File: config.mk
export PLATFORM = sky130hd
export DESIGN_NAME = priv_filt_counters
export DESIGN_NICKNAME = d
export VERILOG_FILES = /design/src/rtl/pfc_pkg.sv /design/src/rtl/pfc_mode_sel.sv /design/src/rtl/pfc_cfg.sv /design/src/rtl/pfc_counter.sv /design/src/rtl/priv_filt_counters.sv
export SDC_FILE = /design/constraint.sdc
export NUM_CORES = 1
export LEC_CHECK = 0
export ABC_AREA = 1
export BUFFER_PORTS_ARGS = -buffer_cell sky130_fd_sc_hd__buf_2
export CAP_MARGIN = 20
export CORE_ASPECT_RATIO = 0.8
export CORE_MARGIN = 3
export CORE_UTILIZATION = 40
export DETAILED_ROUTE_END_ITERATION = 8
export GPL_ROUTABILITY_DRIVEN = 0
export PLACE_DENSITY_LB_ADDON = 0.15
export SLEW_MARGIN = 40
export SYNTH_ARGS = -nofsm -noshare
export SYNTH_HDL_FRONTEND = slang
export SYNTH_SLANG_ARGS = --single-unit
File: constraint.sdc
create_clock -name clk -period 2.8 [get_ports clk]
set_input_delay 0.56 -clock clk [delete_from_list [all_inputs] [get_ports clk]]
set_output_delay 0.56 -clock clk [all_outputs]
set_load 0.02 [all_outputs]
File: src/rtl/pfc_pkg.sv
`timescale 1ns/1ps
package pfc_pkg;
   typedef enum logic [1:0] {
      PRIV_U   = 2'd0,
      PRIV_S   = 2'd1,
      PRIV_RSV = 2'd2,
      PRIV_M   = 2'd3
   } priv_e;

   localparam int CNT_W = 64;
   localparam int HALF_W = CNT_W / 2;
   localparam int POS_W = $clog2(CNT_W);

   localparam logic [POS_W-1:0] INH_M  = POS_W'(62);
   localparam logic [POS_W-1:0] INH_S  = POS_W'(61);
   localparam logic [POS_W-1:0] INH_U  = POS_W'(60);
   localparam logic [POS_W-1:0] INH_VS = POS_W'(59);
   localparam logic [POS_W-1:0] INH_VU = POS_W'(58);

   localparam logic [CNT_W-1:0] INH_MASK =
      (CNT_W'(1) << INH_M) | (CNT_W'(1) << INH_S) | (CNT_W'(1) << INH_U) |
      (CNT_W'(1) << INH_VS) | (CNT_W'(1) << INH_VU);

   localparam logic [11:0] A_CYC_LO = 12'hB00;
   localparam logic [11:0] A_RET_LO = 12'hB02;
   localparam logic [11:0] A_CYC_HI = 12'hB80;
   localparam logic [11:0] A_RET_HI = 12'hB82;
   localparam logic [11:0] A_FCY_LO = 12'h321;
   localparam logic [11:0] A_FRT_LO = 12'h322;
   localparam logic [11:0] A_FCY_HI = 12'h721;
   localparam logic [11:0] A_FRT_HI = 12'h722;
endpackage

File: src/rtl/pfc_mode_sel.sv
`timescale 1ns/1ps
module pfc_mode_sel
   import pfc_pkg::*;
(
   input  logic             clk,
   input  logic             rst_n,
   input  logic [1:0]       priv_cur,
   input  logic             virt_cur,
   input  logic [1:0]       priv_prev,
   input  logic             virt_prev,
   input  logic             mode_chg,
   output logic [POS_W-1:0] inh_pos
);
   priv_e fpriv;
   logic  fvirt;

   always_comb begin
      fpriv = priv_e'(mode_chg ? priv_prev : priv_cur);
      fvirt = mode_chg ? virt_prev : virt_cur;
      unique case (fpriv)
         PRIV_U:  inh_pos = fvirt ? INH_VU : INH_U;
         PRIV_S:  inh_pos = fvirt ? INH_VS : INH_S;
         default: inh_pos = INH_M;
      endcase
   end

   assert_mach_novirt_R3: assert property (@(posedge clk) disable iff (!rst_n)
      (!mode_chg && priv_cur == 2'd3) |-> inh_pos == INH_M);

   assert_prev_mode_R4: assert property (@(posedge clk) disable iff (!rst_n)
      (mode_chg && priv_prev == 2'd1 && virt_prev) |-> inh_pos == INH_VS);
endmodule

File: src/rtl/pfc_cfg.sv
`timescale 1ns/1ps
module pfc_cfg
   import pfc_pkg::*;
#(
   parameter bit FILTER_EN = 1'b1
)(
   input  logic             clk,
   input  logic             rst_n,
   input  logic             wr_lo,
   input  logic             wr_hi,
   input  logic [CNT_W-1:0] wdata,
   input  logic             bump,
   input  logic [POS_W-1:0] inh_pos,
   output logic [CNT_W-1:0] cfg_q,
   output logic             cnt_en
);
   generate
      if (FILTER_EN) begin : g_filt
         logic [CNT_W-1:0] cap_q;
         logic             cap_v;
         logic [CNT_W-1:0] eff;
         logic             wr;

         assign wr = wr_lo | wr_hi;

         always_ff @(posedge clk) begin
            if (!rst_n) begin
               cfg_q <= '0;
               cap_q <= '0;
               cap_v <= 1'b0;
            end else begin
               if (wr) cap_q <= cfg_q;
               if (wr_lo) cfg_q[HALF_W-1:0] <= wdata[HALF_W-1:0] & INH_MASK[HALF_W-1:0];
               if (wr_hi) cfg_q[CNT_W-1:HALF_W] <= wdata[CNT_W-1:HALF_W] & INH_MASK[CNT_W-1:HALF_W];
               if (bump)    cap_v <= 1'b0;
               else if (wr) cap_v <= 1'b1;
            end
         end

         always_comb begin
            if (wr)         eff = cfg_q;
            else if (cap_v) eff = cap_q;
            else            eff = cfg_q;
            cnt_en = ~eff[inh_pos];
         end

         assert_mask_R7: assert property (@(posedge clk) disable iff (!rst_n)
            (cfg_q & ~INH_MASK) == '0);

         assert_capture_R5: assert property (@(posedge clk) disable iff (!rst_n)
            (wr && !bump) |=> (cap_v && cap_q == $past(cfg_q)));

         assert_discard_R10: assert property (@(posedge clk) disable iff (!rst_n)
            bump |=> !cap_v);
      end else begin : g_nofilt
         assign cfg_q  = '0;
         assign cnt_en = 1'b1;
      end
   endgenerate
endmodule

File: src/rtl/pfc_counter.sv
`timescale 1ns/1ps
module pfc_counter
   import pfc_pkg::*;
#(
   parameter int AMT_W = 2
)(
   input  logic             clk,
   input  logic             rst_n,
   input  logic             wr_lo,
   input  logic             wr_hi,
   input  logic [CNT_W-1:0] wdata,
   input  logic             bump,
   input  logic             cnt_en,
   input  logic [AMT_W-1:0] amt,
   output logic [CNT_W-1:0] cnt_q
);
   logic [CNT_W-1:0] cnt_d;
   logic             wr;

   assign wr = wr_lo | wr_hi;

   always_comb begin
      cnt_d = cnt_q;
      if (wr_lo) cnt_d[HALF_W-1:0] = wdata[HALF_W-1:0];
      if (wr_hi) cnt_d[CNT_W-1:HALF_W] = wdata[CNT_W-1:HALF_W];
      if (!wr && bump && cnt_en) cnt_d = cnt_q + CNT_W'(amt);
   end

   always_ff @(posedge clk) begin
      if (!rst_n) cnt_q <= '0;
      else        cnt_q <= cnt_d;
   end

   assert_count_step_R2: assert property (@(posedge clk) disable iff (!rst_n)
      (!wr && bump && cnt_en) |=> cnt_q == $past(cnt_q) + CNT_W'($past(amt)));

   assert_inhibit_hold_R2: assert property (@(posedge clk) disable iff (!rst_n)
      (!wr && !(bump && cnt_en)) |=> $stable(cnt_q));

   assert_write_wins_R6: assert property (@(posedge clk) disable iff (!rst_n)
      wr_lo |=> cnt_q[HALF_W-1:0] == $past(wdata[HALF_W-1:0]));

   assert_half_keep_R9: assert property (@(posedge clk) disable iff (!rst_n)
      (wr_lo && !wr_hi) |=> cnt_q[CNT_W-1:HALF_W] == $past(cnt_q[CNT_W-1:HALF_W]));
endmodule

File: src/rtl/priv_filt_counters.sv
`timescale 1ns/1ps
module priv_filt_counters
   import pfc_pkg::*;
#(
   parameter int XLEN      = 64,
   parameter bit FILTER_EN = 1'b1,
   parameter int AMT_W     = 2
)(
   input  logic             clk,
   input  logic             rst_n,
   input  logic [11:0]      csr_addr,
   input  logic [XLEN-1:0]  csr_wdata,
   input  logic             csr_we,
   output logic [XLEN-1:0]  csr_rdata,
   input  logic [1:0]       priv_cur,
   input  logic             virt_cur,
   input  logic [1:0]       priv_prev,
   input  logic             virt_prev,
   input  logic             mode_chg,
   input  logic             cyc_bump,
   input  logic [AMT_W-1:0] cyc_amt,
   input  logic             ret_bump,
   input  logic [AMT_W-1:0] ret_amt
);
   localparam int N_CH = 2;
   localparam logic [11:0] CNT_LO_A [N_CH] = '{A_CYC_LO, A_RET_LO};
   localparam logic [11:0] CNT_HI_A [N_CH] = '{A_CYC_HI, A_RET_HI};
   localparam logic [11:0] CFG_LO_A [N_CH] = '{A_FCY_LO, A_FRT_LO};
   localparam logic [11:0] CFG_HI_A [N_CH] = '{A_FCY_HI, A_FRT_HI};

   generate
      if (XLEN != 32 && XLEN != 64) begin : g_bad_xlen
         $error("priv_filt_counters: XLEN must be 32 or 64");
      end
      if (AMT_W < 1 || AMT_W > 16) begin : g_bad_amt
         $error("priv_filt_counters: AMT_W must be 1..16");
      end
   endgenerate

   logic [CNT_W-1:0]       wd64;
   logic [POS_W-1:0]       inh_pos;
   logic [N_CH-1:0]        bump_v;
   logic [AMT_W-1:0]       amt_v   [N_CH];
   logic [N_CH-1:0]        cnt_wlo, cnt_whi, cfg_wlo, cfg_whi, en_v;
   logic [CNT_W-1:0]       cnt_q   [N_CH];
   logic [CNT_W-1:0]       cfg_q   [N_CH];

   assign bump_v   = {ret_bump, cyc_bump};
   assign amt_v[0] = cyc_amt;
   assign amt_v[1] = ret_amt;

   generate
      if (XLEN == 64) begin : g_x64
         assign wd64 = CNT_W'(csr_wdata);
      end else begin : g_x32
         assign wd64 = {csr_wdata, csr_wdata};
      end
   endgenerate

   pfc_mode_sel u_mode (
      .clk       (clk),
      .rst_n     (rst_n),
      .priv_cur  (priv_cur),
      .virt_cur  (virt_cur),
      .priv_prev (priv_prev),
      .virt_prev (virt_prev),
      .mode_chg  (mode_chg),
      .inh_pos   (inh_pos)
   );

   generate
      for (genvar i = 0; i < N_CH; i++) begin : g_ch
         assign cnt_wlo[i] = csr_we && (csr_addr == CNT_LO_A[i]);
         assign cfg_wlo[i] = csr_we && (csr_addr == CFG_LO_A[i]);
         if (XLEN == 64) begin : g_full
            assign cnt_whi[i] = cnt_wlo[i];
            assign cfg_whi[i] = cfg_wlo[i];
         end else begin : g_half
            assign cnt_whi[i] = csr_we && (csr_addr == CNT_HI_A[i]);
            assign cfg_whi[i] = csr_we && (csr_addr == CFG_HI_A[i]);
         end

         pfc_cfg #(.FILTER_EN(FILTER_EN)) u_cfg (
            .clk     (clk),
            .rst_n   (rst_n),
            .wr_lo   (cfg_wlo[i]),
            .wr_hi   (cfg_whi[i]),
            .wdata   (wd64),
            .bump    (bump_v[i]),
            .inh_pos (inh_pos),
            .cfg_q   (cfg_q[i]),
            .cnt_en  (en_v[i])
         );

         pfc_counter #(.AMT_W(AMT_W)) u_cnt (
            .clk    (clk),
            .rst_n  (rst_n),
            .wr_lo  (cnt_wlo[i]),
            .wr_hi  (cnt_whi[i]),
            .wdata  (wd64),
            .bump   (bump_v[i]),
            .cnt_en (en_v[i]),
            .amt    (amt_v[i]),
            .cnt_q  (cnt_q[i])
         );
      end
   endgenerate

   logic [CNT_W-1:0] rd_val;
   logic             rd_hi;

   always_comb begin
      rd_val = '0;
      rd_hi  = 1'b0;
      for (int i = 0; i < N_CH; i++) begin
         if (csr_addr == CNT_LO_A[i]) rd_val = cnt_q[i];
         if (csr_addr == CFG_LO_A[i]) rd_val = cfg_q[i];
         if (XLEN == 32) begin
            if (csr_addr == CNT_HI_A[i]) begin
               rd_val = cnt_q[i];
               rd_hi  = 1'b1;
            end
            if (csr_addr == CFG_HI_A[i]) begin
               rd_val = cfg_q[i];
               rd_hi  = 1'b1;
            end
         end
      end
   end

   assign csr_rdata = XLEN'(rd_hi ? CNT_W'(rd_val[CNT_W-1:HALF_W]) : rd_val);

   assert_ro_bits_R7: assert property (@(posedge clk) disable iff (!rst_n)
      (csr_addr == A_FCY_LO) |-> (csr_rdata & ~XLEN'(INH_MASK)) == '0);
endmodule

==> flow_summary_export.csv, run 1 <==
group,metric,value,unit
logic_synthesis,synth_edf_count,0,
route,dr.pass1.iters,6,
clock_tree,clock_latency,0.45,ns
logic_synthesis,yosys_warnings,0,
route,postRouteWirelength,60300,um
clock_tree,cts_tree,"done",
grt,track_usage,32.7,%
timing,holdWs,0.308,ns
route,drtAntennaViolNets,0,
timing,setup_tns,0,ns
power_and_ir_drop,comb_power_share,20.4,%
final_layout,final_area,0.0153,mm2
timing,finalCritPeriodShare,97.6,%
worst_setup_path,max_stage_delay,0.27,ns
worst_setup_path,critPathRequiredTime,2.24,ns
clock_tree,cts_sinks,150,
worst_setup_path,path_delay_family,"buffers and inverters",
worst_setup_path,crit_buf_inv,7,
clock_tree,path_clk_slew,0.07,ns
logic_synthesis,synth.top_cell.area_share,23.2,%
power_and_ir_drop,pwr-share-clk,37.7,%
logic_synthesis,synth_area_leaders,"dfxtp_1 23%, nand2_1 22%, nand3_1 9.2%, a21oi_1 7.3%, nor2_1 6.9%",
floorplanning,initial_utilization,40.9,%
worst_setup_path,crit_arrival,2.17,ns
floorplanning,die_x,207,um
logic_synthesis,yosys.area.top_type,"dfxtp_1",
clock_tree,cts_htree_levels,4,
logic_synthesis,avgSynthCellArea,5.58,um2
placement,place_area,0.0146,mm2
timing,max-slew-margin-rel,45.4,%
worst_setup_path,path_class,"input pin to output pin",
final_layout,num-fill-cells,3495,
power_and_ir_drop,leakagePower,0.00628,uW
logic_synthesis,synth.distinct_cells,39,
route,detail_route.vias_per_cell,5.78,
grt,globalRouteOverflowTotal,0,
route,wl_per_cell,20.8,um
final_layout,nets,2558,
grt,grt_pass1_wl,89100,um
route,vias,16700,
worst_setup_path,cp-end-kind,"output pin",
floorplanning,num_io_pins,156,
floorplanning,die-area,0.0346,mm2
power_and_ir_drop,powerDensity,406,mW/mm2
route,drtIter0Drc,2182,
power_and_ir_drop,p_int,4050,uW
placement,dp_hpwl,45800,um
route,drc,0,
logic_synthesis,syn_inst,2318,
worst_setup_path,crit_fanout,13,
logic_synthesis,synth_fp_nets,2416,
worst_setup_path,path_cells,"buf_2 -> nand2_1 -> inv_1 -> nand3b_1 -> nor3_1 -> buf_4 -> inv_4 -> buf_12 -> buf_4 -> o21ai_0 -> a21oi_1 -> buf_2",
final_layout,final-seq-area,0.00300,mm2
power_and_ir_drop,switchingPower,2140,uW
floorplanning,core_area,0.0316,mm2
final_layout,area_growth_syn_to_layout,18.0,%
logic_synthesis,synth_ff_type,"dfxtp_1",
outcome,outcome,"finished clean",
min_path,hp-class,"input pin to flop",
placement,portBuffers,155,
logic_synthesis,syn-cell-area,0.0129,mm2
logic_synthesis,yosys_register_bits,150,
power_and_ir_drop,fin_total_pwr,6190,uW
power_and_ir_drop,seq_power_share,41.9,%
floorplanning,num_rows,58,
clock_tree,numCtsBuffers,17,
final_layout,multi_input_area,0.00856,mm2
logic_synthesis,ys_seq_area_share,23.2,%
timing,setup_viol,0,
run,maxCapViolCount,0,
timing,max_slew.worst_pin.slew,0.819,ns
power_and_ir_drop,peakVddDrop,0.454,mV
clock_tree,clk_path_buf_depth,2,
timing,fmax,366,MHz
grt,grt_pass1_vias,14900,
worst_setup_path,worst_setup_path_start_kind,"input pin",
timing,fin_skew,0.0165,ns
timing,post-route-min-period,2.73,ns
final_layout,diodes,0,
grt,grt_max_degree,61,
clock_tree,postCtsSetupBuffers,0,
worst_setup_path,cp_slowest_cell,"a21oi_1",
grt,antenna_found_initial,1,
clock_tree,cts_root_buf,"clkbuf_16",
power_and_ir_drop,switching_share,34.6,%
final_layout,drive_gt1_share,12.6,%
floorplanning,dieHeight,167,um
logic_synthesis,async_reset_ff_share,0,%
timing,maxSlewViolCount,0,
timing,hold_viol_final,0,
[registers in the layout, summed over array words and instances (netlist names)]
signal / count
g_ch.u_cfg.g_filt.cap_v: 2
g_ch.u_cnt.cnt_q: 128
g_ch.u_cfg.cfg_q: 10
g_ch.u_cfg.g_filt.cap_q: 10
[per-stage QoR]
stage | instances | utilization (%) | setup slack [ns]
2_1_floorplan | 2318 | - | 0.143
3_3_place_gp | 2860 | 46.3 | -0.0279
3_5_place_dp | 2860 | 46.3 | -0.0577
4_1_cts | 2891 | 48.0 | 0.0663
5_1_grt | 2893 | 48.3 | -0.0000466
6_report | 2893 | 48.3 | 0.0675
[cells in the mapped netlist (5+ instances only)]
cell / number
a211oi_1: 6
a21oi_1: 190
buf_1: 12
buf_2: 24
buf_4: 10
buf_6: 6
clkbuf_1: 78
dfxtp_1: 150
inv_1: 208
inv_2: 6
nand2_1: 774
nand3_1: 238
nand3b_1: 5
nand4_1: 94
nor2_1: 237
nor2_2: 5
nor3_1: 51
o21ai_0: 85
o31ai_1: 5
xnor2_1: 29
xor2_1: 67
[cells by family (layout without fill, tap and decap cells)]
family | count (synthesis) | in the layout | synth area share [%]
adder cells (fa/ha/maj) | 6 | 6 | 0.696
flip-flops | 150 | 150 | 23.2
XOR/XNOR | 96 | 96 | 6.50
AND/OR/NAND/NOR | 1415 | 1415 | 46.3
AO/OA/AOI/OAI | 303 | 303 | 12.4
buffers and inverters | 348 | 503 | 11.0
[path summary, 6_finish.rpt]
| kind | from | endpoint | depth (start not counted) | slack [ns] |
|---|---|---|---|---|
| hold reg to reg | g_ch[0].u_cfg.g_filt.cap_q[59] | g_ch[0].u_cfg.g_filt.cap_q[59] | 2 | 0.46 |
| hold / removal | cyc_bump | g_ch[0].u_cfg.g_filt.cap_v | 2 | 0.31 |
| setup reg to reg | g_ch[0].u_cnt.cnt_q[0] | g_ch[0].u_cnt.cnt_q[44] | 16 | 0.17 |
| setup / recovery | csr_addr[9] | csr_rdata[18] | 12 | 0.07 |
[worst register-to-register path, stage by stage, from the launching register on]
cell	delay, ns
dfxtp_1	0.37
ha_1	0.20
inv_1	0.08
fa_1	0.37
inv_1	0.09
nand2_1	0.08
nor2_2	0.20
buf_4	0.15
inv_1	0.03
nor2_1	0.09
buf_4	0.13
nand3_1	0.18
xor2_2	0.24
inv_1	0.06
nand3_1	0.09
nand2_1	0.07
a21oi_1	0.13
[power by group through the flow]
stage	Sequential [uW]	Combinational, uW	Clock, uW
after floorplan	2510	844	0
after global routing	2610	1400	2420
after CTS	2580	1230	2340
final	2600	1260	2330
after global placement	2630	1210	0
after detailed placement	2630	1230	0
[final cells by class]
class                      instances  area share (%)
clock inverter                    10           0.631
multi-input combinational       1820            56.1
inverter                         218            5.39
tap                              420            3.44
clock buffer                      22            3.04
sequential                       150            19.7
timing repair buffer             253            11.8
[layout by cell type, fill, tap and decap left out, drive strengths merged]
master / n
xnor2: 29
o21a: 2
xor2: 67
ha: 4
a211oi: 6
clkinvlp: 4
dfxtp: 150
nor3: 51
buf: 251
clkinv: 6
nand3: 242
clkbuf: 24
o21ai: 87
nand2: 776
nor4: 1
or2: 1
o22ai: 3
fa: 2
and2: 1
o32ai: 4
o211ai: 1
a32o: 1
a21oi: 191
o31ai: 5
inv: 217
a221oi: 3
nand4: 94
nor2: 242
bufinv: 1
nand3b: 5
nor3b: 2
[timing repair]
action / 4_1_cts / 5_1_grt
cloned: 0 / 2
resized for setup: 0 / 11
endpoints found under the setup margin: 2 / 17
hold buffers: 0 / 0
[metal layers]
metal | global-route usage [%] | routed length, um
met5 | 0 | 13
met2 | 46.9 | 24600
met3 | 8.46 | 8330
met1 | 48.3 | 25700
met4 | 8.35 | 1670
Power figures use the tool's default switching activity.
==> run 2: changes to the inputs <==
ABC_AREA = not set   (was 1)
PLACE_DENSITY = 0.57   (was not set)
PLACE_DENSITY_LB_ADDON = not set   (was 0.15)
==> flow_summary_export.csv, run 2 <==
group,metric,value,unit
worst_setup_path,cp_slowest_cell,"or4b_4",
clock_tree,clk_path_buf_depth,2,
grt,grt_pass1_vias,9610,
worst_setup_path,crit_fanout,6,
worst_setup_path,critPathRequiredTime,2.24,ns
power_and_ir_drop,leakagePower,0.00499,uW
floorplanning,die_x,175,um
logic_synthesis,yosysMostFrequentCell,"dfxtp_1",
route,dr.pass1.iters,5,
route,drtAntennaViolNets,0,
grt,grt_max_degree,92,
route,postRouteWirelength,35900,um
clock_tree,cts_tree,"done",
final_layout,drive_gt1_share,30.9,%
logic_synthesis,async_reset_ff_share,0,%
final_layout,diodes,0,
logic_synthesis,synth.distinct_cells,64,
timing,maxSlewViolCount,0,
timing,fmax,343,MHz
final_layout,final_common_cell,"buf_4",
outcome,violations,"negative setup slack",
logic_synthesis,syn_inst,1171,
logic_synthesis,yosys_warnings,0,
logic_synthesis,synth_top_family_by_area,"compound AO/OA/AOI/OAI gates",
route,detail_route.vias_per_cell,5.99,
logic_synthesis,synth.top_cell.area_share,32.7,%
timing,max_slew.worst_pin.slew,0.588,ns
grt,grt_pass1_wl,53900,um
clock_tree,cts_htree_levels,4,
final_layout,reg_top3,"g_ch.u_cnt.cnt_q: 128 flops, g_ch.u_cfg.cfg_q: 10 flops, g_ch.u_cfg.g_filt.cap_q: 10 flops",
worst_setup_path,cp-end-kind,"output pin",
route,drtIter0Drc,1159,
logic_synthesis,synth-compound-area-share,25.4,%
final_layout,final-seq-area,0.00300,mm2
run,maxCapViolCount,0,
final_layout,final_area,0.0133,mm2
final_layout,fin_cells,1759,
timing,fin_skew,0.0105,ns
power_and_ir_drop,peakVddDrop,0.374,mV
placement,dp_hpwl,25300,um
grt,antenna_found_initial,0,
logic_synthesis,yosys.area_share.simple,24.5,%
worst_setup_path,crit_buf_inv,4,
clock_tree,cts_hold_buf,0,
floorplanning,die-area,0.0248,mm2
timing,layout_setup_ws,-0.116,ns
placement,portBuffers,155,
final_layout,area_growth_syn_to_layout,45.2,%
worst_setup_path,crit_arrival,2.36,ns
logic_synthesis,ys_seq_area_share,32.7,%
power_and_ir_drop,p_int,4040,uW
floorplanning,core_area,0.0220,mm2
logic_synthesis,avgSynthCellArea,7.84,um2
grt,track_usage,27.4,%
power_and_ir_drop,seq_power_share,40.6,%
worst_setup_path,path_class,"input pin to output pin",
route,wl_per_cell,20.4,um
min_path,hp-class,"input pin to flop",
route,vias,10500,
timing,hold_viol_final,0,
worst_setup_path,worst_setup_path_start_kind,"input pin",
placement,dp_cells,1709,
logic_synthesis,synth_fp_nets,1269,
final_layout,final_cell_mix,"162 x buf_4, 150 x dfxtp_1, 135 x o21ai_0",
power_and_ir_drop,comb_power_share,7.3,%
final_layout,multi_input_area,0.00619,mm2
grt,globalRouteOverflowTotal,0,
power_and_ir_drop,switchingPower,1260,uW
clock_tree,numCtsBuffers,17,
logic_synthesis,synth_ff_type,"dfxtp_1",
clock_tree,cts_sinks,150,
power_and_ir_drop,powerDensity,397,mW/mm2
route,drc,0,
logic_synthesis,synth_fa_ha_area_share,0.981,%
logic_synthesis,yosys.area.top_type,"dfxtp_1",
floorplanning,num_rows,48,
final_layout,largest_register,"g_ch.u_cnt.cnt_q",
final_layout,num-fill-cells,2004,
floorplanning,dieHeight,142,um
timing,setup_viol,65,
floorplanning,initial_utilization,41.6,%
clock_tree,cts_root_buf,"clkbuf_16",
outcome,outcome,"complete, but fails checks",
worst_setup_path,path_delay_family,"simple AND/OR/NAND/NOR gates",
timing,post-route-min-period,2.92,ns
logic_synthesis,ys_top_cells_by_count,"150 x dfxtp_1, 137 x o21ai_0, 87 x a21oi_1",
final_layout,nets,1544,
logic_synthesis,yosys_register_bits,150,
clock_tree,path_clk_slew,0.07,ns
logic_synthesis,synth_edf_count,0,
worst_setup_path,max_stage_delay,0.55,ns
final_layout,largest_reg_flops,128,
floorplanning,num_io_pins,156,
logic_synthesis,synth_mux_area_share,3.22,%
power_and_ir_drop,pwr-share-clk,52.1,%
timing,max-slew-margin-rel,60.8,%
clock_tree,clock_latency,0.43,ns
placement,place_area,0.0116,mm2
worst_setup_path,path_cells,"buf_8 -> or4b_4 -> nor4_4 -> buf_6 -> buf_12 -> a222oi_1 -> mux2i_2 -> buf_4",
power_and_ir_drop,switching_share,23.7,%
timing,finalCritPeriodShare,104,%
logic_synthesis,syn-cell-area,0.00918,mm2
logic_synthesis,synth-xor-area-share,8.30,%
timing,grt_setup_unrepaired,"yes",
logic_synthesis,synth_area_leaders,"dfxtp_1 33%, o21ai_0 7.5%, a22o_1 5.7%, xnor2_1 5.2%, a21oi_1 4.7%",
==> run 2: cell count changes in the layout (fill, tap and decap cells not counted), sizes merged, moves of 60 or more <==
cell and delta:
nand2 -704, inv -187, nand3 -186, nor2 -180, a21oi -104, buf +93, a22o +60
==> run 2: final timing paths <==
kind                             startpoint                             end  slack (ns)  cells past startpoint
max                             csr_addr[2]                   csr_rdata[58]       -0.12                      8
min                                cyc_bump      g_ch[0].u_cfg.g_filt.cap_v        0.33                      2
max reg2reg         g_ch[0].u_cnt.cnt_q[12]         g_ch[0].u_cnt.cnt_q[63]        0.12                     10
min reg2reg  g_ch[1].u_cfg.g_filt.cap_q[58]  g_ch[1].u_cfg.g_filt.cap_q[58]        0.50                      2
==> run 2: per-stage QoR <==
| stage | util, % | setup WS (ns) | hold WS, ns | power, uW | setup TNS, ns |
|---|---|---|---|---|---|
| 3_3_place_gp | 52.8 | -0.383 | 0.476 | 2560 | -32.50 |
| 6_report | 60.5 | -0.116 | 0.331 | 5290 | -3.41 |
| 3_5_place_dp | 52.8 | -0.437 | 0.481 | 2560 | -38.36 |
| 2_1_floorplan | - | -0.425 | 0.446 | 2350 | -3.14 |
| 5_1_grt | 60.5 | -0.169 | 0.335 | 5440 | -9.50 |
| 4_1_cts | 58.1 | -0.0777 | 0.310 | 5290 | -1.66 |
==> run 2: cell families after synthesis <==
family / count (synthesis)
simple gates: 407
compound gates: 374
flops: 150
buf+inv: 118
xor+xnor: 87
mux: 29
fa+ha+maj: 6
==> run 2: timing repair <==
action | 4_1_cts | 5_1_grt
setup endpoints to repair | 66 | 121
pin swaps | 44 | 43
gates cloned | 2 | 2
buffers inserted | 5 | 9
gates resized for setup | 122 | 71
==> run 2: cell type report <==
class,instances,area share [%]
Multi-Input combinational cell,903,46.5
Sequential cell,150,22.5
Timing Repair Buffer,347,22.2
Clock buffer,19,3.40
Tap cell,300,2.82
Clock inverter,13,1.80
Inverter,27,0.760
==> run 2: power groups by stage <==
| stage | logic, uW | clock network [uW] | registers, uW |
|---|---|---|---|
| 6_report | 385 | 2760 | 2150 |
| 5_1_grt | 417 | 2870 | 2150 |
| 4_1_cts | 368 | 2780 | 2150 |
| 3_5_place_dp | 362 | 0 | 2200 |
| 3_3_place_gp | 361 | 0 | 2200 |
| 2_1_floorplan | 153 | 0 | 2200 |
==> run 2: per-layer routing <==
metal | track usage [%] | part of all wire, %
met1 | 41.6 | 47
met4 | 6.04 | 1.4
met5 | 0 | 0
met2 | 39.8 | 43
met3 | 5.51 | 8.6
